### src/rtl/adcif_pkg.sv
package adcif_pkg;

    localparam logic [5:0] ADC_DEV_CODE = 6'o21;
    localparam int         MASK_BIT     = 7;

    typedef enum logic [2:0] {
        OP_NIO = 3'd0,
        OP_DIA = 3'd1,
        OP_DOA = 3'd2,
        OP_DIB = 3'd3,
        OP_DOB = 3'd4,
        OP_DIC = 3'd5,
        OP_DOC = 3'd6,
        OP_SKP = 3'd7
    } io_op_e;

    typedef enum logic [1:0] {
        FN_NONE  = 2'd0,
        FN_START = 2'd1,
        FN_CLEAR = 2'd2,
        FN_PULSE = 2'd3
    } io_fn_e;

    typedef struct packed {
        logic load_chan;
        logic rd_chan;
        logic rd_data;
        logic start;
        logic clear;
    } cmd_t;

    function automatic logic [15:0] chan_word(input logic [7:0] c);
        return {8'h00, c};
    endfunction

endpackage

### src/rtl/adcif_decode.sv
module adcif_decode
    import adcif_pkg::*;
#(
    parameter logic [5:0] DEV = ADC_DEV_CODE
) (
    input  logic       strb,
    input  logic [5:0] dev,
    input  logic [2:0] op,
    input  logic [1:0] fn,
    output cmd_t       cmd
);
    logic hit;

    always_comb begin
        hit           = strb && (dev == DEV);
        cmd.load_chan = hit && (io_op_e'(op) == OP_DOA);
        cmd.rd_chan   = hit && (io_op_e'(op) == OP_DIA);
        cmd.rd_data   = hit && (io_op_e'(op) == OP_DIC);
        cmd.start     = hit && (io_fn_e'(fn) == FN_START);
        cmd.clear     = hit && (io_fn_e'(fn) == FN_CLEAR);
    end

endmodule

### src/rtl/adcif_gate.sv
module adcif_gate #(
    parameter int TB_W = 24
) (
    input  logic            clk,
    input  logic            rst,
    input  logic            int_en,
    input  logic [TB_W-1:0] div,
    input  logic            ext_en,
    input  logic            ext_clk,
    output logic            gate_ok
);
    logic [TB_W-1:0] cnt;
    logic [TB_W-1:0] lim;
    logic            tick;
    logic [2:0]      sync;
    logic            rise;

    always_comb begin
        lim  = (div == '0) ? '0 : div - 1'b1;
        tick = (cnt >= lim);
        rise = sync[1] && !sync[2];
        if (int_en)      gate_ok = tick;
        else if (ext_en) gate_ok = rise;
        else             gate_ok = 1'b1;
    end

    always_ff @(posedge clk) begin
        if (rst) begin
            cnt  <= '0;
            sync <= '0;
        end else begin
            cnt  <= tick ? '0 : cnt + 1'b1;
            sync <= {sync[1:0], ext_clk};
        end
    end

    // after a tick the counter restarts, so no tick follows unless the period is one
    a_r10_tick_gap: assert property (@(posedge clk) disable iff (rst)
        (tick && lim != '0) |=> (!tick || lim == '0));

    // a detected external edge lasts one cycle
    a_r11_edge_single: assert property (@(posedge clk) disable iff (rst)
        rise |=> !rise);

endmodule

### src/rtl/adc_pio_ctrl.sv
module adc_pio_ctrl
    import adcif_pkg::*;
#(
    parameter int         TB_W = 24,
    parameter logic [5:0] DEV  = ADC_DEV_CODE
) (
    input  logic            clk,
    input  logic            rst,
    input  logic            io_strb,
    input  logic [5:0]      io_dev,
    input  logic [2:0]      io_op,
    input  logic [1:0]      io_fn,
    input  logic [15:0]     io_wdata,
    output logic [15:0]     io_rdata,
    input  logic            msk_strb,
    output logic            int_req,
    output logic            skp_idle,
    output logic            skp_done,
    input  logic            tb_int_en,
    input  logic [TB_W-1:0] tb_div,
    input  logic            tb_ext_en,
    input  logic            tb_ext_clk,
    output logic            cv_start,
    input  logic            cv_eoc,
    input  logic [15:0]     cv_data
);
    cmd_t        cmd;
    logic        gate_ok;
    logic [7:0]  chan;
    logic [15:0] result;
    logic        busy;
    logic        done;
    logic        launched;
    logic        masked;
    logic        eoc_ok;

    adcif_decode #(.DEV(DEV)) u_dec (
        .strb (io_strb),
        .dev  (io_dev),
        .op   (io_op),
        .fn   (io_fn),
        .cmd  (cmd)
    );

    adcif_gate #(.TB_W(TB_W)) u_gate (
        .clk     (clk),
        .rst     (rst),
        .int_en  (tb_int_en),
        .div     (tb_div),
        .ext_en  (tb_ext_en),
        .ext_clk (tb_ext_clk),
        .gate_ok (gate_ok)
    );

    assign eoc_ok = cv_eoc && launched;

    always_ff @(posedge clk) begin
        if (rst) begin
            chan     <= '0;
            result   <= '0;
            busy     <= 1'b0;
            done     <= 1'b0;
            launched <= 1'b0;
            masked   <= 1'b0;
            cv_start <= 1'b0;
        end else begin
            cv_start <= 1'b0;
            if (busy && !launched && gate_ok) begin
                launched <= 1'b1;
                cv_start <= 1'b1;
            end
            if (eoc_ok) begin
                busy     <= 1'b0;
                done     <= 1'b1;
                launched <= 1'b0;
                result   <= cv_data;
                chan     <= chan + 1'b1;
            end
            if (cmd.load_chan)
                chan <= io_wdata[7:0];
            if (cmd.start && !busy) begin
                busy <= 1'b1;
                done <= 1'b0;
            end
            if (cmd.clear) begin
                busy     <= 1'b0;
                done     <= 1'b0;
                launched <= 1'b0;
                cv_start <= 1'b0;
            end
            if (msk_strb)
                masked <= io_wdata[MASK_BIT];
        end
    end

    always_comb begin
        io_rdata = '0;
        if (cmd.rd_chan)      io_rdata = chan_word(chan);
        else if (cmd.rd_data) io_rdata = result;
        int_req  = done && !masked;
        skp_idle = !busy;
        skp_done = done;
    end

    // a data-out A leaves the low accumulator byte in the channel register
    a_r2_chan_load: assert property (@(posedge clk) disable iff (rst)
        cmd.load_chan |=> (chan == $past(io_wdata[7:0])));

    // an accepted Start leaves Busy set and Done clear
    a_r4_start_flags: assert property (@(posedge clk) disable iff (rst)
        (cmd.start && !busy && !cmd.clear) |=> (busy && !done));

    // the converter start is a single-cycle pulse
    a_r5_start_pulse: assert property (@(posedge clk) disable iff (rst)
        cv_start |=> !cv_start);

    // a Start during Busy does not drop Busy
    a_r5_busy_start: assert property (@(posedge clk) disable iff (rst)
        (cmd.start && busy && !cmd.clear && !eoc_ok) |=> busy);

    // Clear empties both flags
    a_r6_clear: assert property (@(posedge clk) disable iff (rst)
        cmd.clear |=> (!busy && !done));

    // an accepted end of conversion completes the cycle
    a_r7_eoc_done: assert property (@(posedge clk) disable iff (rst)
        (eoc_ok && !cmd.clear) |=> (done && !busy));

endmodule

### config.mk
export PLATFORM = sky130hd
export DESIGN_NAME = adc_pio_ctrl
export DESIGN_NICKNAME = d
export VERILOG_FILES = /design/src/rtl/adcif_pkg.sv /design/src/rtl/adcif_decode.sv /design/src/rtl/adcif_gate.sv /design/src/rtl/adc_pio_ctrl.sv
export SDC_FILE = /design/constraint.sdc
export NUM_CORES = 1
export LEC_CHECK = 0
export CAP_MARGIN = 20
export CORE_ASPECT_RATIO = 0.7
export CORE_MARGIN = 2
export CORE_UTILIZATION = 45
export CTS_BUF_LIST = sky130_fd_sc_hd__clkbuf_4 sky130_fd_sc_hd__clkbuf_8 sky130_fd_sc_hd__clkbuf_16
export DETAILED_ROUTE_END_ITERATION = 10
export PLACE_DENSITY = 0.75
export SLEW_MARGIN = 20
export SYNTH_ARGS = -nofsm -noshare
export SYNTH_HDL_FRONTEND = slang
export SYNTH_SLANG_ARGS = --single-unit
### constraint.sdc
create_clock -name clk -period 7.3 [get_ports clk]
set_input_delay 2.19 -clock clk [delete_from_list [all_inputs] [get_ports clk]]
set_output_delay 2.19 -clock clk [all_outputs]
set_load 0.01 [all_outputs]
==> results.txt <==
PwrDens -> 124 nW/µm²
Synth top area share -> 32.0%
Gate power share -> 14.3%
Status -> finished, final reports clean
Post-CTS setup repair buffer count -> 0
Worst-Skew Late Latency -> 0.30 ns
Final worst-path cycle share -> 92.2%
Reg2Reg Depth -> 7
Die Span Y -> 77.8 µm
Syn nets -> 539
Critical R2R Capture -> u_gate.cnt[18]
CP startpoint kind -> primary input
DRC viols -> 0
Post-synth top area cell -> dfxtp_1
All-layer global routing usage -> 20.5%
#FFs+latches synth -> 56
Most frequent cells in the layout -> clkdlybuf4s50_1, nand2_1, dfxtp_1
Endpoints failing setup -> 0
Post-synthesis cell area -> 3500 µm²
Pleak -> 1.77 nW
Int Pwr -> 0.432 mW
Chip width -> 109 µm
Minimum clock period after layout -> 6.73 ns
Share of cells above drive strength 1 -> 4.26%
GPL Wtd Cong -> 0.819
Initial core utilization -> 47.2%
Design area -> 4550 µm²
Hold Path Class -> reg -> reg
P&R area growth vs syn -> 29.8%
Most used flip-flop cell after synthesis -> dfxtp_1
Worst path required time -> 5.11 ns
Netlist cell types -> 48
Placed insts -> 607
Switch Pwr -> 0.131 mW
Critical path depth in cells -> 8
Setup crit end kind -> primary output
Max IR drop VDD -> 0.0898 mV
CTS tree -> yes
Register area share after synthesis -> 32.0%
Pin count of the biggest net entering global routing -> 33
Fin Setup TNS -> 0 ns
Row count -> 26
Mapped Cells -> 436
Worst R2R Setup Slack -> 4.72 ns
Final Power -> 0.563 mW
Fmax -> 149 MHz
Resized Gates After CTS -> 0
Post-route insts no fill -> 615
EDFF count, synth -> 0
I/O pin count -> 95
Leading cell type in the layout, fill and taps excluded -> clkdlybuf4s50_1
Full die area -> 8520 µm²
First-pass GRT wire length -> 14100 µm
Dpl ws -> 0.577 ns
MaxCap Viol Count -> 0
Most used cell, CP -> clkdlybuf4s50_1
Placed Area -> 4450 µm²
Vias in the first global route -> 3089
Clock Skews -> 0.00289 ns
Vias post-DR -> 3277
Flop pwr share -> 55.1%
Crit Reg-Reg Startpoint -> u_gate.cnt[21]
CP bufs+invs -> 3
Syn_area_per_cell -> 8.03 µm²
DP Wirelength -> 6820 µm
Final Net Count -> 619
Clock power share -> 30.6%
Reg clk slew, reported paths -> 0.09 ns
Total core area -> 7420 µm²
CP max stage cell -> and4b_1
Utilization after layout -> 61.3%
Routed Antenna Nets -> 0
Area contributors post-synth -> dfxtp_1, ha_1, nand2_1
Routed vias/inst -> 5.33
Filler instances -> 671
Setup crit end -> io_rdata[6]
Root Driver -> clkbuf_8
DRT iter0 DRCs -> 148
Worst Tran Pin Value -> 0.942 ns
Asr flop ratio synth -> 0%
Detailed Routing Iterations Pass 1 -> 4
Overflow after GRT -> 0
Unrepaired setup endpoints after global routing -> no
Crit path DAT -> 4.54 ns
I/O Buffers -> 86
Kind of critical path -> in -> out
CP top delay family -> buffers and inverters
CP startpoint -> io_dev[2]
H-tree depth -> 2
Max Buffers Root-to-Sink -> 2
Final WL -> 8540 µm
Critical path peak fanout -> 16
Hold Slack -> 0.450 ns
Number of diodes -> 0
Syn. warnings -> 0
CP peak stage delay -> 0.55 ns
Switching share of power -> 23.3%
CTS Hold Bufs -> 0
Avg WL per Cell -> 13.9 µm
Clock Sinks -> 56
TritonCTS Buffers -> 5
Hold depth -> 1
Crit-path cells -> clkdlybuf4s50_1, nor2_1, nand3_1, nor4b_4, buf_4, and4b_1, a22o_1, clkdlybuf4s50_1
Fin. Hold Viols -> 0
PnR worst setup slack -> 0.566 ns
Slew Viols, Final -> 0
Max-slew headroom -> 36.6%
Antenna violations before repair -> 0
## area by class of cell
| cell class | instances | area [µm²] | area share (%) |
|---|---|---|---|
| Tap cell | 98 | 123 | 2.70 |
| Clock buffer | 6 | 82.6 | 1.82 |
| Sequential cell | 56 | 1120 | 24.7 |
| Timing Repair Buffer | 90 | 891 | 19.6 |
| Multi-Input combinational cell | 357 | 2300 | 50.5 |
| Clock inverter | 2 | 10.0 | 0.220 |
| Inverter | 6 | 22.5 | 0.495 |
## worst min-delay path by stage
stage                           to  slack, ns            from
CTS                 u_gate.sync[1]       0.45  u_gate.sync[0]
global route        u_gate.sync[1]       0.46  u_gate.sync[0]
floorplan           u_gate.sync[1]       0.41  u_gate.sync[0]
detailed placement  u_gate.sync[1]       0.42  u_gate.sync[0]
global placement    u_gate.sync[1]       0.42  u_gate.sync[0]
finish              u_gate.sync[1]       0.45  u_gate.sync[0]
## cells in the mapped netlist (8+ instances only)
cell,number
a211oi_1,10
a21oi_1,29
a22o_1,9
and2_1,12
clkbuf_1,13
dfxtp_1,56
ha_1,28
nand2_1,80
nand3_1,11
nand4_1,11
nor2_1,50
nor3_1,8
xnor2_1,14
xor2_1,32
## state kept, by name (all words and copies together), names as in the netlist
name and count:
masked 1, chan 8, launched 1, result 16, cv_start 1, u_gate.cnt 24, skp_done 1, busy 1
u_gate.sync 3
## power by group through the flow
stage                     sequential, mW  combinational (mW)  clock [mW]
final                              0.310              0.0807       0.172
after CTS                          0.310              0.0811       0.176
after global placement             0.317              0.0778           0
after detailed placement           0.317              0.0805           0
after floorplan                    0.317              0.0316           0
after global routing               0.311              0.0891       0.188
## metal layers
metal / vias to the layer above / global-route usage [%] / wire length, µm
met5: - / 0 / 0
met4: 0 / 3.29 / 46
met3: 6 / 4.20 / 333
met2: 54 / 34.3 / 3980
met1: 1532 / 27.5 / 4180
li1: 1685 / - / -
## kinds of logic (layout without fill, tap and decap cells)
kind of cell,count (synthesis),in the layout,synth area share [%]
DFF,56,56,32.0
and+or+nand+nor,213,213,30.8
xor gates and xnor gates,46,46,11.5
muxes,1,1,0.286
adders and majority gates,28,28,10.0
AOI/OAI and AO/OA,69,69,12.9
buffers and inverters,23,104,2.57
No activity file was read; power rests on OpenSTA's default activity.
